File: src/rtl/stride2d_pkg.sv
package stride2d_pkg;
  typedef enum logic {
    WALK_IDLE = 1'b0,
    WALK_RUN  = 1'b1
  } walk_state_e;
endpackage

File: src/rtl/stride2d_check.sv
// Request admission: alignment of start address and stride, length mask.
module stride2d_check #(
  parameter int ADDR_W         = 32,
  parameter int LEN_W          = 16,
  parameter int BUS_LOG2       = 2,
  parameter int LEN_ALIGN_MASK = 0
) (
  input  logic [ADDR_W-1:0] addr,
  input  logic [ADDR_W-1:0] stride,
  input  logic [LEN_W-1:0]  xlen_m1,
  output logic              ok
);
  localparam logic [LEN_W:0] LMASK = LEN_ALIGN_MASK[LEN_W:0];

  logic [LEN_W:0] row_bytes;
  logic           addr_ok, stride_ok, len_ok;

  always_comb begin
    row_bytes = {1'b0, xlen_m1} + {{LEN_W{1'b0}}, 1'b1};
    addr_ok   = (addr[BUS_LOG2-1:0] == '0);
    stride_ok = (stride[BUS_LOG2-1:0] == '0);
    len_ok    = ((row_bytes & LMASK) == '0);
    ok        = addr_ok && stride_ok && len_ok;
  end
endmodule

File: src/rtl/stride2d_walker.sv
// Row and beat counters: current address, bytes left in row, rows left.
module stride2d_walker #(
  parameter int ADDR_W   = 32,
  parameter int LEN_W    = 16,
  parameter int BUS_LOG2 = 2
) (
  input  logic                clk,
  input  logic                rst,
  input  logic                load,
  input  logic                adv,
  input  logic [ADDR_W-1:0]   ld_addr,
  input  logic [ADDR_W-1:0]   ld_stride,
  input  logic [LEN_W:0]      ld_bytes,
  input  logic [LEN_W-1:0]    ld_rows,
  output logic [ADDR_W-1:0]   cur_addr,
  output logic [BUS_LOG2:0]   cur_bytes,
  output logic                row_end,
  output logic                final_beat
);
  localparam int               BUS_BYTES = 1 << BUS_LOG2;
  localparam logic [LEN_W:0]   BUS_LEN   = (LEN_W+1)'(BUS_BYTES);
  localparam logic [ADDR_W-1:0] BUS_STEP = ADDR_W'(BUS_BYTES);

  logic [ADDR_W-1:0] row_base_q, cur_q, stride_q;
  logic [LEN_W:0]    row_len_q, left_q;
  logic [LEN_W-1:0]  rows_q;

  always_comb begin
    row_end    = (left_q <= BUS_LEN);
    final_beat = row_end && (rows_q == '0);
    cur_addr   = cur_q;
    cur_bytes  = row_end ? left_q[BUS_LOG2:0] : (BUS_LOG2+1)'(BUS_BYTES);
  end

  always_ff @(posedge clk) begin
    if (rst) begin
      row_base_q <= '0;
      cur_q      <= '0;
      stride_q   <= '0;
      row_len_q  <= '0;
      left_q     <= '0;
      rows_q     <= '0;
    end else if (load) begin
      row_base_q <= ld_addr;
      cur_q      <= ld_addr;
      stride_q   <= ld_stride;
      row_len_q  <= ld_bytes;
      left_q     <= ld_bytes;
      rows_q     <= ld_rows;
    end else if (adv) begin
      if (!row_end) begin
        cur_q  <= cur_q + BUS_STEP;
        left_q <= left_q - BUS_LEN;
      end else if (rows_q != '0) begin
        row_base_q <= row_base_q + stride_q;
        cur_q      <= row_base_q + stride_q;
        left_q     <= row_len_q;
        rows_q     <= rows_q - 1'b1;
      end
    end
  end

  // a row never runs out of bytes before its last beat
  p_left_nonzero_r3: assert property (@(posedge clk) disable iff (rst)
    adv && !row_end |=> left_q != '0);
endmodule

File: src/rtl/stride2d_agen.sv
module stride2d_agen #(
  parameter int ADDR_W         = 32,
  parameter int LEN_W          = 16,
  parameter int ID_W           = 5,
  parameter int BUS_LOG2       = 2,
  parameter int LEN_ALIGN_MASK = 0,
  parameter bit ENABLE_2D      = 1'b1
) (
  input  logic                clk,
  input  logic                rst,
  input  logic                req_valid,
  output logic                req_ready,
  input  logic [ADDR_W-1:0]   req_addr,
  input  logic [LEN_W-1:0]    req_xlen_m1,
  input  logic [LEN_W-1:0]    req_ylen_m1,
  input  logic [ADDR_W-1:0]   req_stride,
  input  logic [ID_W-1:0]     req_id,
  output logic                beat_valid,
  input  logic                beat_ready,
  output logic [ADDR_W-1:0]   beat_addr,
  output logic [BUS_LOG2:0]   beat_bytes,
  output logic                beat_row_end,
  output logic                beat_last,
  output logic                done,
  output logic                rej,
  output logic [ID_W-1:0]     evt_id
);
  import stride2d_pkg::*;

  localparam int BUS_BYTES = 1 << BUS_LOG2;

  walk_state_e      state_q;
  logic [ID_W-1:0]  id_q;
  logic             req_ok, accept, load, adv;
  logic [LEN_W:0]   row_bytes;
  logic [LEN_W-1:0] rows_init;

  stride2d_check #(
    .ADDR_W(ADDR_W), .LEN_W(LEN_W), .BUS_LOG2(BUS_LOG2),
    .LEN_ALIGN_MASK(LEN_ALIGN_MASK)
  ) u_check (
    .addr(req_addr), .stride(req_stride), .xlen_m1(req_xlen_m1), .ok(req_ok)
  );

  generate
    if (ENABLE_2D) begin : g_rows
      assign rows_init = req_ylen_m1;
    end else begin : g_flat
      logic unused_rows;
      assign unused_rows = ^req_ylen_m1;
      assign rows_init   = '0;
    end
  endgenerate

  always_comb begin
    req_ready  = (state_q == WALK_IDLE);
    beat_valid = (state_q == WALK_RUN);
    accept     = req_valid && req_ready;
    load       = accept && req_ok;
    adv        = beat_valid && beat_ready;
    row_bytes  = {1'b0, req_xlen_m1} + {{LEN_W{1'b0}}, 1'b1};
  end

  stride2d_walker #(
    .ADDR_W(ADDR_W), .LEN_W(LEN_W), .BUS_LOG2(BUS_LOG2)
  ) u_walker (
    .clk(clk), .rst(rst), .load(load), .adv(adv),
    .ld_addr(req_addr), .ld_stride(req_stride),
    .ld_bytes(row_bytes), .ld_rows(rows_init),
    .cur_addr(beat_addr), .cur_bytes(beat_bytes),
    .row_end(beat_row_end), .final_beat(beat_last)
  );

  always_ff @(posedge clk) begin
    if (rst) begin
      state_q <= WALK_IDLE;
      id_q    <= '0;
      done    <= 1'b0;
      rej     <= 1'b0;
      evt_id  <= '0;
    end else begin
      done <= 1'b0;
      rej  <= 1'b0;
      if (accept) begin
        if (req_ok) begin
          state_q <= WALK_RUN;
          id_q    <= req_id;
        end else begin
          rej    <= 1'b1;
          evt_id <= req_id;
        end
      end
      if (adv && beat_last) begin
        state_q <= WALK_IDLE;
        done    <= 1'b1;
        evt_id  <= id_q;
      end
    end
  end

  // each beat moves between one byte and a full bus word
  p_beat_bytes_r3: assert property (@(posedge clk) disable iff (rst)
    beat_valid |-> (beat_bytes != '0) && (beat_bytes <= (BUS_LOG2+1)'(BUS_BYTES)));

  // beat addresses stay on bus-width boundaries
  p_beat_aligned_r2: assert property (@(posedge clk) disable iff (rst)
    beat_valid |-> beat_addr[BUS_LOG2-1:0] == '0);

  // a stalled beat holds
  p_stall_hold_r6: assert property (@(posedge clk) disable iff (rst)
    beat_valid && !beat_ready |=> beat_valid && $stable(beat_addr)
      && $stable(beat_bytes) && $stable(beat_last));

  // completion follows the final handshake and lasts one cycle
  p_done_follows_r7: assert property (@(posedge clk) disable iff (rst)
    beat_valid && beat_ready && beat_last |=> done);
  p_done_pulse_r7: assert property (@(posedge clk) disable iff (rst)
    done |=> !done);

  // a refusal never overlaps a beat or a completion
  p_rej_quiet_r9: assert property (@(posedge clk) disable iff (rst)
    rej |-> !beat_valid && !done);
endmodule

File: config.mk
export PLATFORM = sky130hd
export DESIGN_NAME = stride2d_agen
export DESIGN_NICKNAME = d
export VERILOG_FILES = /design/src/rtl/stride2d_pkg.sv /design/src/rtl/stride2d_check.sv /design/src/rtl/stride2d_walker.sv /design/src/rtl/stride2d_agen.sv
export SDC_FILE = /design/constraint.sdc
export NUM_CORES = 1
export LEC_CHECK = 0
export CAP_MARGIN = 30
export CELL_PAD_IN_SITES_DETAIL_PLACEMENT = 1
export CELL_PAD_IN_SITES_GLOBAL_PLACEMENT = 1
export CORE_ASPECT_RATIO = 0.9
export CORE_UTILIZATION = 32
export CTS_CLUSTER_DIAMETER = 60
export CTS_CLUSTER_SIZE = 20
export DETAILED_ROUTE_END_ITERATION = 10
export GPL_TIMING_DRIVEN = 0
export PLACE_DENSITY = 0.67
export SETUP_SLACK_MARGIN = 0.05
export SYNTH_ARGS = -nofsm -noshare
export SYNTH_HDL_FRONTEND = slang
export SYNTH_SLANG_ARGS = --single-unit
File: constraint.sdc
create_clock -name clk -period 7.72 [get_ports clk]
set_input_delay 1.544 -clock clk [delete_from_list [all_inputs] [get_ports clk]]
set_output_delay 1.544 -clock clk [all_outputs]
set_load 0.1 [all_outputs]
==> run summary, run 1 <==
status: finished, final reports clean
Core ar.: 28900 µm²
Clock Path Buffers: 2
HPWL after DPL: 31.2 mm
Least-Margin Pin Slew: 1040 ps
Top FF cell, synth: dfxtp_1
Placed Area: 11400 µm²
drt initial violations: 888
post-route cell area: 12000 µm²
Row Count: 59
first-pass GRT wire length: 63.4 mm
CTS buffer count: 17
largest net degree at the start of global routing: 17
Final Wtd Congestion: 0.899
Tmin final: 6740 ps
# nets final: 1563
Overall Global Routing Usage: 28.4%
Max-cap violations: 0
Worst setup EP type: primary output
IO Count: 151
Fin. Hold Viols: 0
Skew-Pair Late Insertion Delay: 450 ps
Final Max Tran Viols: 0
Vias per Instance: 5.71
Mapped Avg Cell Area: 7.49 µm²
WS Path Type: reg -> out
htree depth: 4
antenna violations before repair: 2
Post-synth ARST share: 0%
Hold Buf Count CTS: 0
Initial DRT Pass Iterations: 6
register area share after synthesis: 34.0%
post-synthesis net count: 1392
synth warn: 0
fmax: 148 MHz
CTS Sinks: 159
final core occ: 41.6%
setup bufs post-CTS: 0
flops & latches, synth: 159
Hold WC Path Type: reg -> reg
final wirelength: 42.1 mm
CP arrival: 5200 ps
maximum VDD drop: 0.161 mV
Clock Pin Slew Worst Setup and Hold Paths: 70 ps
PwrDens: 187 nW/µm²
Crit path required time: 6180 ps
die width: 182 µm
via count of the first global-routing pass: 10266
fraction of layout cells with a size suffix above 1: 3.63%
Die H: 164 µm
Final setup viols: 0
clk_skew: 12.4 ps
total power: 2.24 mW
Worst Setup Start Kind: register
Final period util: 87.3%
unrepaired setup endpoints after global routing: false
Leak Pwr: 4.48 nW
Slew headroom: 30.4%
gr ovfl total: 0
Initial Util: 32.4%
input/output buffers: 150
Root Driver: clkbuf_16
routed len/inst: 23.0 µm
setup TNS: 0 ps
fill cell count: 3540
Synth cell types: 66
die area: 29900 µm²
Final ANT Viol Nets: 0
Post-synth EDFFs: 0
DRC violation count after routing: 0
CTS tree: done
Worst Path Max Fanout: 10
# diodes: 0
area growth from synthesis to layout: 28.4%
cts repair resizes: 0
Cell Area, Synth: 9360 µm²
Post-Synthesis Cells: 1250
via count: 10454
## kinds of logic (layout without fill, tap and decap cells)
group                    Yosys count  after routing  synth area share (%)
flip-flops                       159            159                  34.0
adder cells (fa/ha/maj)           37             37                  5.02
multiplexers                      10             10                  1.07
buffers and inverters             99            283                  4.25
XOR/XNOR                          53             53                  5.10
AO/OA/AOI/OAI                    400            400                  27.0
AND/OR/NAND/NOR                  492            492                  23.5
## registers in the layout, summed over array words and instances (netlist names)
register and cells:
beat_valid 1, done 1, evt_id 5, id_q 5, rej 1, u_walker.cur_addr 32, u_walker.left_q 17, u_walker.row_base_q 32
u_walker.row_len_q 17, u_walker.rows_q 16, u_walker.stride_q 32
## Yosys cell counts, drive strengths merged, types with 4 or more instances
cell type,count,area [µm²]
and2,11,68.8
inv,20,75.1
o211ai,13,97.6
nand2,196,736
a221oi,8,70.1
o22ai,7,43.8
xor2,24,210
o21ai,70,354
a21o,21,158
nand4,11,68.8
a211o,5,43.8
nand2b,8,50.1
and3,21,131
a21oi,148,741
nor4,11,83.8
mux2i,10,100
and4,6,52.6
xnor2,28,245
o21a,11,82.6
clkbuf,64,240
ha,36,450
or3,15,93.8
buf,15,82.6
a211oi,42,315
nor2,140,526
dfxtp,159,3180
a31oi,18,113
o221ai,4,35.0
o41ai,5,43.8
a311oi,13,114
a22oi,5,37.5
nand3,31,155
nor3,33,170
## per-stage QoR
step,hold slack [ps],setup slack [ps],instances
floorplan,435,2220,1250
global placement,444,1530,1796
detailed placement,451,1530,1797
CTS,462,1050,1829
global route,479,811,1830
finish,459,977,1830
## routing by layer
metal	track usage [%]	wire, µm
met5	0	0
met3	4.46	2540
met4	6.95	855
met1	39.7	20100
met2	45.6	18600
## area by class of cell
| cell class | count | area (µm²) | area share (%) |
|---|---|---|---|
| Clock buffer | 19 | 453 | 3.77 |
| Inverter | 20 | 75.1 | 0.625 |
| Timing Repair Buffer | 152 | 1530 | 12.7 |
| Tap cell | 396 | 495 | 4.12 |
| Clock inverter | 13 | 175 | 1.46 |
| Multi-Input combinational cell | 992 | 5790 | 48.1 |
| Sequential cell | 159 | 3180 | 26.5 |
| Buffer | 79 | 323 | 2.69 |
## critical path, cell delays in order (launching register included)
cell and delay (ps):
dfxtp_1 350, or3_1 370, clkbuf_1 170, nor3_2 330
o2111ai_1 280, clkbuf_1 360, inv_1 220, buf_2 310
buf_2 310, buf_1 610, and2_1 280, clkdlybuf4s50_1 1150
## placed cells by master (no fill, tap or decap), types with 24 or more instances in the layout
cell type	count
xnor2_1	28
a211oi_1	41
nor2_1	140
nor3_1	32
clkbuf_1	64
clkdlybuf4s50_1	150
xor2_1	24
nand3_1	31
ha_1	36
nand2_1	196
o21ai_0	69
dfxtp_1	159
a21oi_1	148
## worst paths after layout
check        slack [ps]                      end               start  cells after the start
max                 980            beat_bytes[1]  u_walker.left_q[8]                     11
min                 460                  id_q[4]             id_q[4]                      2
max reg2reg        3370  u_walker.row_base_q[20]  u_walker.rows_q[0]                     11
min reg2reg         460                  id_q[4]             id_q[4]                      2
## power breakdown
| group | switching, mW | internal [mW] | total [mW] |
|---|---|---|---|
| combinational | 0.308 | 0.142 | 0.450 |
| sequential | 0.0188 | 0.838 | 0.857 |
| clock | 0.403 | 0.535 | 0.937 |
(Power assumes the default switching activity.)
==> inputs of run 2 (changes only) <==
==> constraint.sdc (replaced) <==
create_clock -name clk -period 7.7 [get_ports clk]
set_input_delay 1.54 -clock clk [delete_from_list [all_inputs] [get_ports clk]]
set_output_delay 1.54 -clock clk [all_outputs]
set_load 0.1 [all_outputs]
==> results of run 2 <==
The final DEF is identical to that of run 1. Status: finished, final reports clean.
Main changes from that run: setup slack after placement 1530 ps -> 1510 ps; setup slack after layout 977 ps -> 961 ps; register-to-register setup slack 3370 ps -> 3350 ps; total power 2.24 mW -> 2.25 mW; worst IR drop on VDD 0.161 mV -> 0.162 mV
==> inputs of run 3 (changes only) <==
--- a/config.mk
+++ b/config.mk
@@ -10,7 +10,7 @@
 export CELL_PAD_IN_SITES_GLOBAL_PLACEMENT = 1
 export CORE_ASPECT_RATIO = 0.9
 export CORE_UTILIZATION = 32
-export CTS_CLUSTER_DIAMETER = 60
+export CTS_CLUSTER_DIAMETER = 40
 export CTS_CLUSTER_SIZE = 20
 export DETAILED_ROUTE_END_ITERATION = 10
 export GPL_TIMING_DRIVEN = 0
==> results of run 3 <==
The final DEF is identical to that of run 1. Status: finished, final reports clean.
Main changes from that run: setup slack after placement 1530 ps -> 1510 ps; setup slack after layout 977 ps -> 961 ps; register-to-register setup slack 3370 ps -> 3350 ps; total power 2.24 mW -> 2.25 mW; worst IR drop on VDD 0.161 mV -> 0.162 mV
